`src/rtl/twoBusPkg.sv`:
```
package twoBusPkg;
  // ALU control field bit positions
  localparam int AluSll8 = 7;
  localparam int AluSra1 = 6;
  localparam int AluF0   = 5;
  localparam int AluF1   = 4;
  localparam int AluEnA  = 3;
  localparam int AluEnB  = 2;
  localparam int AluInvA = 1;
  localparam int AluInc  = 0;

  // B bus source codes
  localparam logic [3:0] BMdr  = 4'd0;
  localparam logic [3:0] BPc   = 4'd1;
  localparam logic [3:0] BMbrS = 4'd2;
  localparam logic [3:0] BMbrU = 4'd3;
  localparam logic [3:0] BSp   = 4'd4;
  localparam logic [3:0] BLv   = 4'd5;
  localparam logic [3:0] BCpp  = 4'd6;
  localparam logic [3:0] BTos  = 4'd7;
  localparam logic [3:0] BOpc  = 4'd8;

  // C bus register indices (bit of the write mask)
  localparam int CRegs = 9;
  localparam int CMar  = 0;
  localparam int CMdr  = 1;
  localparam int CPc   = 2;
  localparam int CSp   = 3;
  localparam int CLv   = 4;
  localparam int CCpp  = 5;
  localparam int CTos  = 6;
  localparam int COpc  = 7;
  localparam int CH    = 8;

  // strobes from the memory control to the datapath and the ports
  typedef struct packed {
    logic mdrFromMem;
    logic mbrFromMem;
    logic wordRd;
    logic wordWr;
    logic fetch;
  } memStrobes_t;
endpackage

```
`src/rtl/twoBusAlu.sv`:
```
module twoBusAlu
  import twoBusPkg::*;
#(
  parameter int DATA_W = 32
) (
  input  logic [7:0]        ctl,
  input  logic [DATA_W-1:0] aIn,
  input  logic [DATA_W-1:0] bIn,
  output logic [DATA_W-1:0] fOut,
  output logic [DATA_W-1:0] shOut
);
  localparam int ShiftBy = 8;

  logic [DATA_W-1:0] aOp;
  logic [DATA_W-1:0] bOp;
  logic [DATA_W-1:0] leftStage;

  always_comb begin
    aOp = ctl[AluEnA] ? aIn : '0;
    if (ctl[AluInvA]) aOp = ~aOp;
    bOp = ctl[AluEnB] ? bIn : '0;
    unique case ({ctl[AluF0], ctl[AluF1]})
      2'b00:   fOut = aOp & bOp;
      2'b01:   fOut = aOp | bOp;
      2'b10:   fOut = ~bOp;
      default: fOut = aOp + bOp + {{(DATA_W-1){1'b0}}, ctl[AluInc]};
    endcase
  end

  always_comb begin
    leftStage = ctl[AluSll8] ? (fOut << ShiftBy) : fOut;
    shOut     = ctl[AluSra1] ? {leftStage[DATA_W-1], leftStage[DATA_W-1:1]} : leftStage;
  end
endmodule

```
`src/rtl/twoBusControl.sv`:
```
module twoBusControl
  import twoBusPkg::*;
(
  input  logic        clk,
  input  logic        rstN,
  input  logic        rdReq,
  input  logic        wrReq,
  input  logic        fetchReq,
  output memStrobes_t strobes
);
  logic rdPend;
  logic wrPend;
  logic fetchPend;

  always_ff @(posedge clk or negedge rstN) begin
    if (!rstN) begin
      rdPend    <= 1'b0;
      wrPend    <= 1'b0;
      fetchPend <= 1'b0;
    end else begin
      rdPend    <= rdReq;
      wrPend    <= wrReq;
      fetchPend <= fetchReq;
    end
  end

  always_comb begin
    strobes.wordRd     = rdPend;
    strobes.mdrFromMem = rdPend;
    strobes.wordWr     = wrPend;
    strobes.fetch      = fetchPend;
    strobes.mbrFromMem = fetchPend;
  end

  assert_rd_launch_R7: assert property (@(posedge clk) disable iff (!rstN)
    rdReq |=> strobes.wordRd);
  assert_rd_quiet_R7: assert property (@(posedge clk) disable iff (!rstN)
    !rdReq |=> !strobes.wordRd);
  assert_wr_launch_R8: assert property (@(posedge clk) disable iff (!rstN)
    wrReq |=> strobes.wordWr);
  assert_fetch_launch_R9: assert property (@(posedge clk) disable iff (!rstN)
    fetchReq |=> strobes.fetch);
endmodule

```
`src/rtl/twoBusRegs.sv`:
```
module twoBusRegs
  import twoBusPkg::*;
#(
  parameter int DATA_W = 32
) (
  input  logic              clk,
  input  logic              rstN,
  input  logic [7:0]        aluCtl,
  input  logic [3:0]        bSel,
  input  logic [CRegs-1:0]  cMask,
  input  memStrobes_t       strobes,
  input  logic [DATA_W-1:0] wordRdData,
  input  logic [DATA_W-1:0] fetchWord,
  output logic [DATA_W-1:0] marQ,
  output logic [DATA_W-1:0] mdrQ,
  output logic [DATA_W-1:0] pcQ,
  output logic [DATA_W-1:0] cBus,
  output logic              zFlag,
  output logic              nFlag
);
  localparam int ByteW  = 8;
  localparam int Lanes  = DATA_W / ByteW;
  localparam int LaneW  = $clog2(Lanes);

  logic [DATA_W-1:0] regQ [CRegs];
  logic [ByteW-1:0]  mbrQ;
  logic [DATA_W-1:0] bBus;
  logic [DATA_W-1:0] aluF;
  logic [ByteW-1:0]  laneByte [Lanes];
  logic [ByteW-1:0]  fetchByte;

  for (genvar g = 0; g < Lanes; g++) begin : gLane
    assign laneByte[g] = fetchWord[g*ByteW +: ByteW];
  end
  assign fetchByte = laneByte[pcQ[LaneW-1:0]];

  always_comb begin
    unique case (bSel)
      BMdr:    bBus = regQ[CMdr];
      BPc:     bBus = regQ[CPc];
      BMbrS:   bBus = {{(DATA_W-ByteW){mbrQ[ByteW-1]}}, mbrQ};
      BMbrU:   bBus = {{(DATA_W-ByteW){1'b0}}, mbrQ};
      BSp:     bBus = regQ[CSp];
      BLv:     bBus = regQ[CLv];
      BCpp:    bBus = regQ[CCpp];
      BTos:    bBus = regQ[CTos];
      BOpc:    bBus = regQ[COpc];
      default: bBus = '0;
    endcase
  end

  twoBusAlu #(.DATA_W(DATA_W)) u_alu (
    .ctl   (aluCtl),
    .aIn   (regQ[CH]),
    .bIn   (bBus),
    .fOut  (aluF),
    .shOut (cBus)
  );

  always_ff @(posedge clk or negedge rstN) begin
    if (!rstN) begin
      for (int i = 0; i < CRegs; i++) regQ[i] <= '0;
      mbrQ  <= '0;
      zFlag <= 1'b0;
      nFlag <= 1'b0;
    end else begin
      for (int i = 0; i < CRegs; i++) begin
        if (cMask[i]) regQ[i] <= cBus;
      end
      if (strobes.mdrFromMem) regQ[CMdr] <= wordRdData;
      if (strobes.mbrFromMem) mbrQ <= fetchByte;
      zFlag <= (aluF == '0);
      nFlag <= aluF[DATA_W-1];
    end
  end

  assign marQ = regQ[CMar];
  assign mdrQ = regQ[CMdr];
  assign pcQ  = regQ[CPc];

  assert_zero_flag_R6: assert property (@(posedge clk) disable iff (!rstN)
    (aluCtl == 8'h10) |=> (zFlag && !nFlag));
  assert_idle_bus_R4: assert property (@(posedge clk) disable iff (!rstN)
    ((bSel > BOpc) && (aluCtl == 8'h14)) |-> (cBus == '0));
  assert_mar_hold_R5: assert property (@(posedge clk) disable iff (!rstN)
    !cMask[CMar] |=> $stable(marQ));
  assert_mdr_load_R7: assert property (@(posedge clk) disable iff (!rstN)
    strobes.mdrFromMem |=> (mdrQ == $past(wordRdData)));
  assert_lane0_R9: assert property (@(posedge clk) disable iff (!rstN)
    (strobes.mbrFromMem && (pcQ[LaneW-1:0] == '0)) |=> (mbrQ == $past(fetchWord[ByteW-1:0])));
endmodule

```
`src/rtl/twoBusDatapath.sv`:
```
module twoBusDatapath
  import twoBusPkg::*;
#(
  parameter int DATA_W = 32
) (
  input  logic              clk,
  input  logic              rstN,
  input  logic [7:0]        aluCtl,
  input  logic [3:0]        bSel,
  input  logic [8:0]        cMask,
  input  logic              rdReq,
  input  logic              wrReq,
  input  logic              fetchReq,
  output logic [DATA_W-1:0] wordAddr,
  output logic [DATA_W-1:0] wordWrData,
  output logic              wordRdEn,
  output logic              wordWrEn,
  input  logic [DATA_W-1:0] wordRdData,
  output logic [DATA_W-1:0] fetchAddr,
  output logic              fetchEn,
  input  logic [DATA_W-1:0] fetchWord,
  output logic [DATA_W-1:0] cBus,
  output logic              zFlag,
  output logic              nFlag
);
  memStrobes_t strobes;

  twoBusControl u_ctl (
    .clk      (clk),
    .rstN     (rstN),
    .rdReq    (rdReq),
    .wrReq    (wrReq),
    .fetchReq (fetchReq),
    .strobes  (strobes)
  );

  twoBusRegs #(.DATA_W(DATA_W)) u_regs (
    .clk        (clk),
    .rstN       (rstN),
    .aluCtl     (aluCtl),
    .bSel       (bSel),
    .cMask      (cMask),
    .strobes    (strobes),
    .wordRdData (wordRdData),
    .fetchWord  (fetchWord),
    .marQ       (wordAddr),
    .mdrQ       (wordWrData),
    .pcQ        (fetchAddr),
    .cBus       (cBus),
    .zFlag      (zFlag),
    .nFlag      (nFlag)
  );

  assign wordRdEn = strobes.wordRd;
  assign wordWrEn = strobes.wordWr;
  assign fetchEn  = strobes.fetch;
endmodule

```
`config.mk`:
```
export PLATFORM = sky130hd
export DESIGN_NAME = twoBusDatapath
export DESIGN_NICKNAME = d
export VERILOG_FILES = /design/src/rtl/twoBusPkg.sv /design/src/rtl/twoBusAlu.sv /design/src/rtl/twoBusControl.sv /design/src/rtl/twoBusRegs.sv /design/src/rtl/twoBusDatapath.sv
export SDC_FILE = /design/constraint.sdc
export NUM_CORES = 1
export LEC_CHECK = 0
export ABC_CLOCK_PERIOD_IN_PS = 14400
export BUFFER_PORTS_ARGS = -buffer_cell sky130_fd_sc_hd__buf_4
export CAP_MARGIN = 20
export CORE_UTILIZATION = 60
export CTS_BUF_LIST = sky130_fd_sc_hd__clkbuf_16
export DETAILED_ROUTE_END_ITERATION = 6
export PLACE_DENSITY_LB_ADDON = 0.05
export SLEW_MARGIN = 40
export SYNTH_ARGS = -nofsm -noshare
export SYNTH_HDL_FRONTEND = slang
export SYNTH_SLANG_ARGS = --single-unit
```
`constraint.sdc`:
```
create_clock -name clk -period 14.4 [get_ports clk]
set_clock_uncertainty 0.15 [all_clocks]
set_input_delay 3.6 -clock clk [delete_from_list [all_inputs] [get_ports clk]]
set_output_delay 3.6 -clock clk [all_outputs]
set_load 0.005 [all_outputs]
```
After elaboration in Yosys (flattened, before gate mapping)

Index checks and enable logic that the tools add are counted.
W data, S select, Z words.

Output and inout bits: 133
Logic and storage cells: 49
Register bits: 301
Input bits: 90

Add/sub/neg operators: 2
Reduce and logical (&&, ||, !) cells: 4
Order comparisons: 1
Multiplexer cells: 12
Bitwise logic cells: 5
Equal/unequal tests: 10

Operator list:

| kind                 | count |
|---|---|
| $pmux W32 S9         | 1 |
| $mux W32             | 6 |
| $pmux W32 S3         | 1 |
| $not A32 Y32         | 2 |
| $add A32 B1 Y32      | 1 |
| $add A32 B32 Y32     | 1 |
| $and A32 B32 Y32     | 1 |
| $logic_not A32 Y1    | 1 |
| $or A32 B32 Y32      | 1 |
| $mux W31             | 1 |
| $bmux W8 S2          | 1 |
| $eq A4 B3 Y1 const B | 4 |
| $mux W8              | 2 |
| $eq A4 B2 Y1 const B | 2 |
| $eq A4 B1 Y1 const B | 1 |
| $eq A4 B4 Y1 const B | 1 |
| $logic_not A4 Y1     | 1 |
| $ge A3 B3 Y1 const B | 1 |
| $not A2 Y3           | 1 |
| $eq A2 B1 Y1 const B | 1 |
| $eq A2 B2 Y1 const B | 1 |
| $logic_not A2 Y1     | 1 |
| $reduce_bool A2 Y1   | 1 |

Longest topological paths before layout

Gate-level depths: netlist (run 1).

Depth in word-level cells: 10
Depth in mapped cells: 25
Depth with buffers taken out: 20

Cells and area by module

A second synthesis (run 1) with hierarchy kept.

Cells, all modules: 1743
Area total of the unflattened synthesis: 18398.9 um^2

By module, submodules not included:

| module        | times used | area each (um^2) | cells each |
|---|---|---|---|
| twoBusRegs    | 1          | 13880.8          | 1057 |
| twoBusAlu     | 1          | 4405.5           | 678 |
| twoBusControl | 1          | 112.6            | 8 |

Least setup slack after synthesis (run 1)

No wires, ideal clock.

Path kind: in2out
From: in bSel[0]
To: out cBus[30]
Data required time: 10.650 ns
Setup slack: 1.997 ns
Buffers on the path: 5
Stages: 21
Arrival: 8.653 ns
Path through: buf_6 -> buf_8 -> buf_4 -> buf_2 -> nor4bb_1 -> buf_2 -> a22oi_1 -> a31o_2 -> inv_1 -> fa_1 -> fa_1 -> a211oi_1 -> o21ai_0 -> and3_1 -> o311ai_2 -> a211oi_4 -> a2111oi_0 -> or4_1 -> nand2_1 -> o311ai_1 -> nand2_1

Cells in the longest elaborated chain, start to end: 8

Ends and longest elaborated chain:

| element                                    | line                 | RTL |
|---|---|---|
| start: declaration                         | twoBusDatapath.sv:9  | `input logic [3:0] bSel,` |
| $eq A4 B4 Y1, or another cell as far along | twoBusRegs.sv:38     | `unique case (bSel)` |
| $pmux W32 S9 (*)                           | twoBusRegs.sv:38     |  |
| $mux W32 (*)                               | twoBusAlu.sv:21      | `bOp = ctl[AluEnB] ? bIn : '0;` |
| $add A32 B32 Y32                           | twoBusAlu.sv:26      | `default: fOut = aOp + bOp + {{(DATA_W-1){1'b0}}, ctl[AluInc]};` |
| $add A32 B1 Y32                            | twoBusAlu.sv:26      |  |
| $pmux W32 S3 (*)                           | twoBusAlu.sv:22      | `unique case ({ctl[AluF0], ctl[AluF1]})` |
| $mux W32 (*)                               | twoBusAlu.sv:31      | `leftStage = ctl[AluSll8] ? (fOut << ShiftBy) : fOut;` |
| $mux W31 (*)                               | twoBusAlu.sv:32      | `shOut = ctl[AluSra1] ? {leftStage[DATA_W-1], leftStage[DATA_W-1:1]} : leftStage;` |
| end: declaration                           | twoBusDatapath.sv:22 | `output logic [DATA_W-1:0] cBus,` |

Every way passes the cells marked *; elsewhere a longest branch is shown, timed or not.

Worst setup path after layout (run 1)

From: in bSel[0]
To: out cBus[21]

The elaborated chain is that of the path after synthesis.

==> reports/summary.txt, run 1 <==
Status - finished, final reports clean
Worst Setup SP - bSel[0]
Setup WS post-layout - 0.983 ns
Synthesized area - 19200 sq um
Syn Nets - 2080
Layout area overhead - 12.7%
Synth warn - 0
P_leak - 9.64 nW
Cell Area, Placed - 20600 sq um
CP Class - in2out
CP Capture Point - cBus[21]
Register area share after synthesis - 39.2%
Die X - 181 um
Clk sinks - 301
CTS Root Cell - clkbuf_16
Share of layout cells above drive strength 1 - 29.8%
R2r setup slk - 7.95 ns
Final setup violation count - 0
IO buf count - 222
Top FF cell, synth - dfrtp_1
CTS tree - built
DR WL/cell - 26.0 um
Max-slew violation count - 0
Setup TNS - 0 ns
Post-route cell area - 21700 sq um
ANT nets after route - 0
Post-detail-place hpwl - 44.5 mm
H-tree depth - 2
RD Place Congestion - 0.995
Top post-synthesis cells by area - dfrtp_1, mux2_2, buf_4
Vias per inst - 6.68
Pin slew with the least headroom to its limit - 0.826 ns
Largest area contributor in the netlist - dfrtp_1
Top Ports - 223
GR Util All Layers - 38.5%
Core ar. - 31600 sq um
Total setup buffers inserted after CTS - 0
Hold-fix buffers, CTS - 0
Tmin final - 13.42 ns
Startpoint Class - primary input
Final Hold Viols - 0
Largest net degree at the start of global routing - 102
Gr ovfl total - 0
Top cell type's share of synthesized area - 39.2%
Worst EP arrival - 9.67 ns
Tightest Hold Check Type - reg2reg
Cell count after synthesis - 1932
Global-route wire length before repair - 95.9 mm
CP Capture Type - output pin
Period utilisation layout - 93.2%
CTS max path bufs - 3
Peak Freq - 74.5 MHz
Max-slew headroom - 44.9%
Final Util - 68.7%
Initial Utilization - 60.9%
Total Wirelength - 63.1 mm
PwrDens - 129 nW/um^2
Layout Nets - 2150
Worst Path Max Fanout - 34
Via count - 16218
Unrepaired setup endpoints after global routing - no
R2R depth - 18
PostCTS Resize Cnt - 0
Chip height - 181 um
Vias in the first global route - 15706
Detailed Routing Iterations Pass 1 - 6
Worst reg2reg startpoint - u_regs.pcQ[0]
RR Endpoint - u_regs.mdrQ[15]
Synth Area per Inst - 9.95 sq um
ANT cells - 0
Post-route DRC - 0
Die area - 32800 sq um
Max_cap viols - 0
#FFs+latches synth - 301
Clk Latency, worst-skew pair - 0.54 ns
Initial antenna violation count - 1
TritonCTS Buffers - 34
Peak VDD IR - 0.119 mV
Unique masters post-synth - 101
Row Count - 65
Post-synth EDFFs - 0
Clock slew at reported path FFs - 0.06 ns
DR iter-0 viols - 1823
Ys async rst share - 100%
Dpl ws - 1.20 ns
WP data required - 10.65 ns
==> where the power goes <==
group | switching, mW | total (mW) | internal [mW] | leakage [nW]
clock network | 0.371 | 0.845 | 0.474 | 0.542
logic | 0.461 | 0.840 | 0.379 | 5.57
registers | 0.115 | 1.12 | 1.00 | 3.54
total | 0.947 | 2.80 | 1.86 | 9.64
==> cell usage in the layout (no fill, tap or decap), drive strengths merged, types with 29 or more instances in the layout <==
| master | instances |
|---|---|
| a211oi | 29 |
| a21oi | 113 |
| a22oi | 30 |
| a31oi | 29 |
| buf | 268 |
| clkbuf | 34 |
| dfrtp | 301 |
| ha | 56 |
| inv | 96 |
| mux2 | 216 |
| mux2i | 51 |
| nand2 | 135 |
| nor2 | 155 |
| o21ai | 57 |
| xnor2 | 37 |
==> worst max-delay path, stage by stage <==
cell      delay [ns]
buf_4           0.29
buf_4           0.32
o31ai_1         0.60
and2_1          0.77
o41ai_2         0.32
ha_1            0.43
o21ai_0         0.36
o21ai_0         0.22
and3_1          0.25
o311ai_2        0.46
a211oi_1        0.17
a221oi_1        0.59
a211oi_1        0.33
nor2_1          0.69
buf_4           0.23
==> metal layers <==
layer  vias to the layer above  part of all wire, %  global-route usage (%)
met3                       146                   11                    9.74
met1                      8086                   42                    53.5
met5                         -                    0                       0
met4                         0                  3.5                    13.6
met2                       912                   44                    58.6
li1                       7074                    -                       -
==> state kept, by name, summed over array words and instances, names as in the netlist <==
register / cells
u_ctl.fetchPend: 1
u_ctl.rdPend: 1
u_ctl.wrPend: 1
u_regs.marQ: 32
u_regs.mbrQ: 8
u_regs.mdrQ: 32
u_regs.nFlag: 1
u_regs.pcQ: 32
u_regs.regQ: 192
u_regs.zFlag: 1
==> through the flow <==
step	std cells	hold slack [ns]	power [mW]
final	2429	0.350	2.80
after global routing	2429	0.365	2.92
after CTS	2429	0.351	2.79
after detailed placement	2368	0.338	1.95
after global placement	2366	0.331	1.92
after floorplan	1932	0.322	1.65
==> worst min-delay path by stage <==
| stage | from | to | cells after the start |
|---|---|---|---|
| floorplan | u_regs.regQ[42] | u_regs.regQ[42] | 1 |
| global placement | u_regs.regQ[42] | u_regs.regQ[42] | 1 |
| detailed placement | u_regs.regQ[42] | u_regs.regQ[42] | 1 |
| CTS | u_regs.regQ[42] | u_regs.regQ[42] | 1 |
| global route | u_regs.regQ[43] | u_regs.regQ[43] | 1 |
| finish | u_regs.regQ[42] | u_regs.regQ[42] | 1 |
==> final cells by class <==
class                      instances  area, sq um
clock buffer                      34          851
clock inverter                    27          225
fill                            2451         9880
inverter                          89          334
multi-input combinational       1308        10200
sequential                       301         7530
tap                              402          503
timing repair buffer             268         2070
==> cells by family (layout without fill, tap and decap cells) <==
kind of cell	count (synthesis)	after routing	share of synthesized area (%)
AO/OA/AOI/OAI	467	467	17.5
AND/OR/NAND/NOR	455	455	11.4
buffers and inverters	323	418	8.47
flip-flops	301	301	39.2
multiplexers	288	288	17.8
adder cells (fa/ha/maj)	58	58	3.85
XOR/XNOR	40	40	1.82
==> synth_stat cells, drive strengths merged, types with 11 or more instances <==
cell type / n
dfrtp: 301
a21o: 23
mux2: 216
xnor2: 37
a222oi: 11
a22o: 13
o21ai: 57
nor3: 21
a21oi: 113
buf: 132
nand2: 135
nor2: 155
nand3: 23
ha: 56
o22ai: 11
nor3b: 12
and2: 11
mux2i: 51
a31oi: 29
clkbuf: 102
a221oi: 18
mux4: 21
a211oi: 29
inv: 88
o31ai: 12
a22oi: 30
o211ai: 11
nand3b: 12
Power figures use the tool's default switching activity.
==> inputs of run 2 (changes only) <==
CELL_PAD_IN_SITES_DETAIL_PLACEMENT = 0   (was default)
CELL_PAD_IN_SITES_GLOBAL_PLACEMENT = 1   (was default)
CORE_UTILIZATION = 47   (was 60)
==> run 2 against run 1 <==
  * Worst hold slack better by 0.0052 ns
  * Combinational power up 1%
  * Clock power up 9.5%
  * Critical path type unchanged
  * Critical path depth up 3
  * Sequential power about the same
  * Final cell count up 5.7%
  * Via count down 2.1%
==> reports/summary.txt, run 2 (synthesis results as in run 1) <==
Comb pwr share - 29.5%
Gr ovfl total - 0
Layout Nets - 2164
Chip height - 204 um
Startpoint Class - primary input
GR Util All Layers - 32.8%
IO buf count - 222
Largest net degree at the start of global routing - 78
Psw - 950 uW
WP data required - 10.65 ns
CTS Root Cell - clkbuf_16
Sw Share - 32.8%
Pwr Total - 2.89 mW
Period utilisation layout - 93.3%
Clk sinks - 301
Worst EP arrival - 9.69 ns
Biggest register - u_regs.regQ
Core ar. - 40000 sq um
DR iter-0 viols - 1398
Setup TNS - 0 ns
P_leak - 9.78 nW
Commonest cells after routing, fill and taps aside - dfrtp_1, buf_4, mux2_2
Via count - 15878
Global-route wire length before repair - 102 mm
Vias per inst - 6.19
Clk Latency, worst-skew pair - 0.55 ns
Cell Area, Placed - 20800 sq um
Dpl ws - 1.11 ns
Max reg flops - 192
CP Class - in2out
CTS max path bufs - 3
Final setup violation count - 0
Peak Freq - 74.4 MHz
Post-route DRC - 0
H-tree depth - 2
TritonCTS Buffers - 36
Worst Setup SP - bSel[0]
RD Place Congestion - 0.953
Vias in the first global route - 15568
Post-detail-place hpwl - 48.7 mm
Max-slew violation count - 0
Share of layout cells above drive strength 1 - 30.1%
Tightest Hold Check Type - reg2reg
Hold Startpoint - u_regs.regQ[74]
Final Util - 55.1%
Die area - 41700 sq um
Setup WS post-layout - 0.958 ns
Max-slew headroom - 41.8%
Peak VDD IR - 0.0748 mV
Die X - 204 um
Post-route cell area - 22000 sq um
Tmin final - 13.44 ns
Worst reg2reg startpoint - u_regs.pcQ[0]
Max_cap viols - 0
Flop pwr share - 38.6%
ANT nets after route - 0
Status - finished, final reports clean
DR WL/cell - 26.4 um
PostCTS Resize Cnt - 0
Finished Layout Cells - 2567
Hold path cells - 1
Clock slew at reported path FFs - 0.06 ns
Initial antenna violation count - 0
Critical path, cell by cell - buf_4 -> and4b_1 -> a222oi_1 -> a31o_2 -> inv_1 -> fa_1 -> fa_1 -> a211oi_1 -> o21ai_0 -> and3_1 -> o311ai_2 -> a211oi_4 -> a2111oi_0 -> o211ai_1 -> nor2b_1 -> a21oi_1 -> o31a_1 -> buf_4
Total Wirelength - 67.8 mm
PwrDens - 131 nW/um^2
CP Capture Type - output pin
Placed Cells - 2503
Unrepaired setup endpoints after global routing - no
Int Pwr - 1.94 mW
Top Ports - 223
Hold-fix buffers, CTS - 0
CTS tree - built
Layout area overhead - 14.6%
Commonest non-fill, non-tap cell in the layout - dfrtp_1
Clock Power Share - 32.0%
Slowest Stage Delay on Critical Path - 0.66 ns
Final Hold Viols - 0
Total setup buffers inserted after CTS - 0
Pin slew with the least headroom to its limit - 0.873 ns
ANT cells - 0
Detailed Routing Iterations Pass 1 - 6
Hold_ws - 0.355 ns
R2R depth - 19
Worst Path Max Fanout - 37
Row Count - 73
Initial Utilization - 48.1%
Critical-path top delay cell - a2111oi_0
==> run 2: final timing paths <==
kind,slack (ns),to
min in group asynchronous,2.83,u_ctl.fetchPend
setup / recovery,0.96,cBus[26]
hold reg to reg,0.35,u_regs.regQ[74]
max in group asynchronous,10.19,u_regs.regQ[20]
hold / removal,0.35,u_regs.regQ[74]
setup reg to reg,8.03,u_regs.zFlag
==> run 2: layout make-up <==
type	count	area (sq um)
fillers	3630	18000
multi-input cells	1308	10200
flip-flops and latches	301	7530
repair buffers	280	2180
clock buffers	37	926
well taps	525	657
inverters	89	334
clock inverters	27	251
==> run 2: per-layer routing <==
metal | vias up | GRT usage (%) | wire (um)
li1 | 7117 | - | -
met5 | - | 0 | 0
met3 | 93 | 5.17 | 4430
met2 | 588 | 49.3 | 30000
met1 | 8080 | 48.7 | 31700
met4 | 0 | 8.98 | 1590
==> run 2: worst max-delay path: cells and delay by family <==
family	cells	cell delay (ns)
buffers and inverters	3	0.61
AND/OR/NAND/NOR	3	1.03
adder cells (fa/ha/maj)	2	0.95
AO/OA/AOI/OAI	10	3.46
==> run 2: power by group through the flow <==
stage	Combinational [mW]	Sequential (mW)	Clock, mW
after floorplan	0.567	1.08	0
after global placement	0.827	1.12	0
after detailed placement	0.843	1.13	0
after CTS	0.847	1.11	0.943
after global routing	0.917	1.13	0.975
final	0.852	1.12	0.925
